===== src/rtl/ci_pkg.sv =====
`timescale 1ns/1ps
package ci_pkg;
  localparam int unsigned CI_W = 4;
  localparam logic [CI_W-1:0] CI_IDLE = '1;
  typedef logic [CI_W-1:0] ci_code_t;
endpackage


===== src/rtl/ci_rx_shift.sv =====
`timescale 1ns/1ps
module ci_rx_shift #(
  parameter int unsigned W = ci_pkg::CI_W
) (
  input  logic         clk,
  input  logic         rst_n,
  input  logic         frame_sync,
  input  logic         slot_en,
  input  logic         rx_bit,
  output logic [W-1:0] field,
  output logic         field_vld
);
  localparam int unsigned PW = $clog2(W + 1);
  localparam logic [PW-1:0] LAST = PW'(W - 1);
  localparam logic [PW-1:0] FULL = PW'(W);

  logic [W-1:0]  sh;
  logic [PW-1:0] pos;
  logic          take;

  assign take = slot_en && !frame_sync && (pos < FULL);

  always_ff @(posedge clk) begin
    if (!rst_n) begin
      sh        <= '1;
      pos       <= '0;
      field     <= '1;
      field_vld <= 1'b0;
    end else begin
      field_vld <= 1'b0;
      if (frame_sync) begin
        pos <= '0;
      end else if (take) begin
        sh  <= {sh[W-2:0], rx_bit};
        pos <= pos + 1'b1;
        if (pos == LAST) begin
          field     <= {sh[W-2:0], rx_bit};
          field_vld <= 1'b1;
        end
      end
    end
  end

  p_pos_bound_r9: assert property (@(posedge clk) disable iff (!rst_n) pos <= FULL);
  p_restart_r10: assert property (@(posedge clk) disable iff (!rst_n)
    frame_sync |=> (pos == '0 && !field_vld));
endmodule


===== src/rtl/ci_debounce.sv =====
`timescale 1ns/1ps
module ci_debounce #(
  parameter int unsigned W = ci_pkg::CI_W,
  parameter logic [W-1:0] IDLE = '1
) (
  input  logic         clk,
  input  logic         rst_n,
  input  logic [W-1:0] field,
  input  logic         field_vld,
  output logic [W-1:0] stable,
  output logic         chg
);
  logic [W-1:0] cand;

  always_ff @(posedge clk) begin
    if (!rst_n) begin
      cand   <= IDLE;
      stable <= IDLE;
      chg    <= 1'b0;
    end else begin
      chg <= 1'b0;
      if (field_vld) begin
        if (field != cand) begin
          cand <= field;
        end else if (field != stable) begin
          stable <= field;
          chg    <= 1'b1;
        end
      end
    end
  end

  p_strobe_pulse_r4: assert property (@(posedge clk) disable iff (!rst_n) chg |=> !chg);
  p_only_on_strobe_r4: assert property (@(posedge clk) disable iff (!rst_n)
    (stable != $past(stable)) |-> chg);
  p_new_value_r6: assert property (@(posedge clk) disable iff (!rst_n)
    chg |-> (stable != $past(stable)));
  p_confirmed_r3: assert property (@(posedge clk) disable iff (!rst_n)
    chg |-> ($past(field_vld) && $past(field) == $past(cand)));
endmodule


===== src/rtl/ci_tx_shift.sv =====
`timescale 1ns/1ps
module ci_tx_shift #(
  parameter int unsigned W = ci_pkg::CI_W
) (
  input  logic         clk,
  input  logic         rst_n,
  input  logic         frame_sync,
  input  logic         slot_en,
  input  logic [W-1:0] tx_code,
  output logic         tx_bit
);
  localparam int unsigned PW = $clog2(W + 1);
  localparam logic [PW-1:0] FULL = PW'(W);

  logic [W-1:0]  sh;
  logic [PW-1:0] pos;
  logic          live;

  assign live   = slot_en && !frame_sync && (pos < FULL);
  assign tx_bit = live ? sh[W-1] : 1'b1;

  always_ff @(posedge clk) begin
    if (!rst_n) begin
      sh  <= '1;
      pos <= FULL;
    end else if (frame_sync) begin
      sh  <= tx_code;
      pos <= '0;
    end else if (live) begin
      sh  <= {sh[W-2:0], 1'b1};
      pos <= pos + 1'b1;
    end
  end

  p_load_at_sync_r8: assert property (@(posedge clk) disable iff (!rst_n)
    frame_sync |=> (sh == $past(tx_code)));
  p_idle_high_r7: assert property (@(posedge clk) disable iff (!rst_n) !slot_en |-> tx_bit);
endmodule


===== src/rtl/ci_link.sv =====
`timescale 1ns/1ps
module ci_link #(
  parameter int unsigned W = ci_pkg::CI_W
) (
  input  logic         clk,
  input  logic         rst_n,
  input  logic         frame_sync,
  input  logic         slot_en,
  input  logic         rx_bit,
  input  logic [W-1:0] tx_code,
  output logic         tx_bit,
  output logic [W-1:0] code_out,
  output logic         code_chg
);
  logic [W-1:0] field;
  logic         field_vld;

  ci_rx_shift #(.W(W)) u_rx (
    .clk(clk), .rst_n(rst_n), .frame_sync(frame_sync), .slot_en(slot_en),
    .rx_bit(rx_bit), .field(field), .field_vld(field_vld));

  ci_debounce #(.W(W), .IDLE({W{1'b1}})) u_deb (
    .clk(clk), .rst_n(rst_n), .field(field), .field_vld(field_vld),
    .stable(code_out), .chg(code_chg));

  ci_tx_shift #(.W(W)) u_tx (
    .clk(clk), .rst_n(rst_n), .frame_sync(frame_sync), .slot_en(slot_en),
    .tx_code(tx_code), .tx_bit(tx_bit));

  p_reset_state_r1: assert property (@(posedge clk) !rst_n |=> (code_out == '1 && !code_chg));
endmodule


===== config.mk =====
export PLATFORM = sky130hd
export DESIGN_NAME = ci_link
export DESIGN_NICKNAME = d
export VERILOG_FILES = /design/src/rtl/ci_pkg.sv /design/src/rtl/ci_rx_shift.sv /design/src/rtl/ci_debounce.sv /design/src/rtl/ci_tx_shift.sv /design/src/rtl/ci_link.sv
export SDC_FILE = /design/constraint.sdc
export NUM_CORES = 1
export LEC_CHECK = 0
export CAP_MARGIN = 30
export CORE_MARGIN = 1
export CORE_UTILIZATION = 44
export DETAILED_ROUTE_END_ITERATION = 10
export DONT_BUFFER_PORTS = 1
export GPL_TIMING_DRIVEN = 0
export SYNTH_ARGS = -nofsm -noshare
export SYNTH_HDL_FRONTEND = slang
export SYNTH_HIERARCHICAL = 1
export SYNTH_SLANG_ARGS = --single-unit

===== constraint.sdc =====
create_clock -name clk -period 3.5 [get_ports clk]
set_clock_uncertainty 0.2 [all_clocks]
set_input_delay 0 -clock clk [delete_from_list [all_inputs] [get_ports clk]]
set_output_delay 0 -clock clk [all_outputs]
set_load 0.01 [all_outputs]

Word-level counts from Yosys, hierarchy flattened
Index checks and enable logic that the tools add are counted.

Multiplexer cells: 7. Reductions and logical operators: 12. Bitwise gates (word level): 5. $lt $le $gt $ge: 2. Equality and inequality tests: 3. $add $sub $neg: 2.

Operators with widths (number): $mux W4 (2); $ne A4 B4 Y1 (2); $add A3 B1 Y3 const B (2); $lt A3 B3 Y1 const B (2); $mux W3 (2); $reduce_and A3 Y1 (2); $reduce_or A3 Y1 (2); $not A1 Y1 (5); $reduce_and A2 Y1 (2); $eq A3 B2 Y1 const B (1); $logic_and A1 B1 Y1 (3); $mux W1 (3); $reduce_bool A2 Y1 (1); $reduce_or A2 Y1 (1); $logic_not A1 Y1 (1).

Input bits: 9. Register bits: 27. Output and inout port bits: 6. Word-level logic and storage cells: 41.

Logic depth before layout (Yosys ltp)
Depth after elaboration: 5. Gate-level depth with buffers: 6. Mapped depth without buffers: 5.

Modules after synthesis
The synthesis kept the hierarchy.

Modules (own cells, without submodules): ci_debounce (seq. area each 180.2 um2, cells an instance 44, area each 446.7 um2, times used 1); ci_rx_shift (seq. area each 220.2 um2, cells an instance 41, area each 436.7 um2, times used 1); ci_tx_shift (seq. area each 140.1 um2, cells an instance 34, area each 309.0 um2, times used 1).

Worst setup path before layout
Ideal clock, no wire load.

Path type: flip-flop to flip-flop. Start: reg u_rx.pos[0]. End: reg u_rx.field[0]. Data required time: 3.173 ns. Clock period less this slack: 1.499 ns. Data arrival time: 1.171 ns. Stages on the path, launching flop included: 7. Path buffers: 1. Path slack: 2.001 ns. Setup time: 0.127 ns. Cell sequence: dfxtp_1 > ha_1 > ha_1 > nor4bb_1 > buf_4 > mux2i_1 > nand2_1.

Word-level cells in the longest chain between the ends: 3. Elaborated cells on any way between the ends: 4. Classes of those cells: order compare (1); eq/ne (1); reduce/logical (2).

Ends and longest elaborated chain: from (decl) (line ci_rx_shift.sv:18) `logic [PW-1:0] pos;`; from (signal assigned) (line ci_rx_shift.sv:35) `pos <= pos + 1'b1;`; $lt A3 B3 Y1 (line ci_rx_shift.sv:21) `assign take = slot_en && !frame_sync && (pos < FULL);`; $logic_and A1 B1 Y1 (line ci_rx_shift.sv:21); $reduce_and A3 Y1 (no source line) (*); to (signal assigned) (line ci_rx_shift.sv:37) `field <= {sh[W-2:0], rx_bit};`; to (decl) (line ci_rx_shift.sv:10) `output logic [W-1:0] field,`.

Every way passes the cells marked *; elsewhere a longest branch is shown, timed or not. A chain may end at the register's enable or synchronous reset.

Final worst setup path
Ends and elaborated chain as after synthesis.

==> impl_metrics.py <==
metrics = {
    "die": {
        "num_io_pins": 15,
        "core.rowCount": 18,
        "die_h_um": 54.1,
        "start_util": 0.473,
        "core_region_area_mm2": 0.00252,
        "die-width_um": 54.1,
        "dieArea_mm2": 0.00292,
    },
    "placed_design": {
        "place_area_mm2": 0.00123,
        "portBuffers": 0,
        "dpl.hpwl_mm": 1.46,
        "globalplace.congestion": 0.713,
        "place_inst": 149,
    },
    "synthesis": {
        "synth_warnings": 6,
        "ys_types": 30,
        "ys_seq_area_frac": 0.453,
        "syn_nets": 131,
        "netlist_area_mm2": 0.00119,
        "avgSynthCellArea_um2": 10.0,
        "syn_inst": 119,
        "ys_seq_elements": 27,
    },
    "detailed_routing": {
        "drc": 0,
        "vias_per_cell": 5.25,
        "drtIter0Drc": 16,
        "wl_mm": 2.16,
        "ant_nets": 0,
        "dr.pass1.iters": 4,
        "vias": 888,
        "wl_per_cell_um": 12.8,
    },
    "clock_network": {
        "clkTransAtPathRegs_ns": 0.14,
        "numCtsBuffers": 3,
        "htree_levels": 1,
        "cts_root_buf": "clkbuf_4",
        "clkLatencyLatePin_ns": 0.32,
        "cts_buffer_depth": 2,
        "cts_tree": "built",
        "ctsResizeCount": 0,
        "postCtsSetupRepairBufs": 0,
        "cts.sinks": 27,
    },
    "global_route": {
        "grt_pass1_wl_mm": 3.36,
        "grt_pass1_vias": 810,
        "grt_usage": 0.164,
        "grt-ovfl-total": 0,
        "antenna_found_initial": 0,
        "grt_max_degree": 15,
    },
    "finish": {
        "instances_no_fill": 169,
        "postLayoutCellArea_mm2": 0.00142,
        "nets": 152,
        "drive_above_1_share": 0.0863,
        "antenna_cells": 0,
        "fillers": 230,
        "areaGrowthSynthToFinish_pct": 18.8,
    },
    "timing": {
        "fin_crit_sh": 0.622,
        "holdWs_ns": 0.153,
        "tightest_slew_ns": 0.345,
        "rsz0062_at_grt": "false",
        "finalHoldViolCount": 0,
        "max_freq_mhz": 459,
        "fin_crit_ns": 2.18,
        "relSlewSlack": 0.769,
        "final_max_slew_viol_count": 0,
        "setup_viol": 0,
        "fin_tns_setup_ns": 0,
    },
    "worst_hold_path": {
        "hold_path_class": "in -> out",
        "hold_path.startpoint": "frame_sync",
    },
    "power_and_ir_drop": {
        "p_comb_frac": 0.088,
        "clock_power_share": 0.270,
        "internal-power_uw": 384,
        "switching_power_uw": 112,
        "swShare": 0.225,
        "p_per_area_mw_per_mm2": 350,
        "sequentialPowerShare": 0.642,
        "vdd_drop_max_v": 0.000173,
        "p_leak_nw": 0.518,
    },
    "worst_setup_path": {
        "critPathCaptureType": "register",
        "start_kind": "register",
        "cp_max_fo": 5,
        "crit_type": "reg -> reg",
        "startpoint": "u_rx/pos[0]",
        "crit_arrival_ns": 2.19,
        "reg2reg_from": "u_rx/pos[0]",
        "crit_required_ns": 3.51,
    },
    "run": {
        "drv_cap": 0,
    },
    "outcome": {
        "status": "finished, final reports clean",
    },
}
synth_stat cells:
master     count  area [um2]
nand2b_1       4        25.0
and2_1         1        6.26
or3_1          1        6.26
and2b_2        1        8.76
a21oi_4        1        16.3
dfxtp_1       27         541
inv_1          1        3.75
nor4bb_1       1        10.0
nor3b_2        1        12.5
nor3_1         1        5.00
buf_2          2        10.0
o21ai_1        1        5.00
and3_1         1        6.26
or2_2          1        6.26
nand4_1        2        12.5
nor2b_1        7        43.8
nand3b_1       4        30.0
xnor2_1        9        78.8
o2111ai_1      2        17.5
or2b_1         1        7.51
mux2i_1       16         160
ha_1           3        37.5
nand2_1       17        63.8
a21oi_1        4        20.0
buf_4          1        7.51
nand4_2        1        12.5
and2b_4        1        10.0
clkbuf_1       2        7.51
nor2_1         3        11.3
o21ai_0        2        10.0
cells in the final DEF, fill, tap and decap left out, types with 3 or more instances in the layout:
master         count
dfxtp_1           27
nand2_1           17
dlygate4sd3_1     16
mux2i_1           16
xnor2_1            9
nor2b_1            7
a21oi_1            4
nand2b_1           4
nand3b_1           4
clkbuf_4           3
clkbuf_1           3
nor2_1             3
ha_1               3
flip-flops by register name (all words and copies together), names as in the netlist:
signal and flops:
u_rx/pos 3, u_deb/cand 4, u_rx/field_vld 1, u_tx/pos 3
u_rx/sh 3, u_tx/sh 4, u_deb/stable 4, u_rx/field 4
u_deb/chg 1
logic make-up after synthesis:
group	after synthesis	share of synthesized area
buf+inv	6	0.0241
fa+ha+maj	3	0.0315
flops	27	0.453
mux	16	0.134
xor+xnor	9	0.0661
simple gates	48	0.233
compound gates	10	0.0577
through the flow:
stage,util,power [mW],worst slack [ns]
after global routing,0.562,0.515,1.14
after floorplan,-,0.345,2.00
after global placement,0.488,0.349,1.91
final,0.562,0.495,1.32
after detailed placement,0.488,0.351,1.88
after CTS,0.562,0.501,1.34
repair_timing:
action | CTS | global route
setup endpoints to repair | 0 | 0
hold buffers | 16 | 0
endpoints found under the hold margin | 27 | 0
worst max-delay path, stage by stage (launching register included):
cell           delay (ns)
dfxtp_1              0.38
ha_1                 0.15
ha_1                 0.13
nor4bb_1             0.21
buf_4                0.20
mux2i_1              0.18
dlygate4sd3_1        0.57
nand2_1              0.06
power by group through the flow:
stage               clock network, mW  logic, mW  registers, mW
global placement                    0     0.0253          0.324
detailed placement                  0     0.0263          0.324
global route                    0.149     0.0481          0.318
floorplan                           0     0.0223          0.323
CTS                             0.140     0.0436          0.318
finish                          0.134     0.0438          0.318
final timing paths:
path                   end  slack [ns]  depth (start not counted)
min                 tx_bit        0.15                          2
min reg2reg    u_tx/pos[1]        0.27                          2
max          u_rx/field[0]        1.32                          7
max reg2reg  u_rx/field[0]        1.32                          7
layer usage:
| metal | global-route usage | vias up | wire length, um |
|---|---|---|---|
| met4 | 0.0897 | 0 | 38 |
| met2 | 0.286 | 16 | 1020 |
| met1 | 0.190 | 424 | 1020 |
| li1 | - | 444 | - |
| met5 | 0 | - | 0 |
| met3 | 0.0254 | 4 | 76 |
cell type report:
class | count | area [um2] | area share
Multi-Input combinational cell | 86 | 623 | 0.440
Sequential cell | 27 | 541 | 0.382
Timing Repair Buffer | 16 | 160 | 0.113
Tap cell | 30 | 37.5 | 0.0265
Clock buffer | 4 | 26.3 | 0.0186
Buffer | 5 | 25.0 | 0.0177
Inverter | 1 | 3.75 | 0.00265
Note: power is estimated with default switching activity, not from simulation.
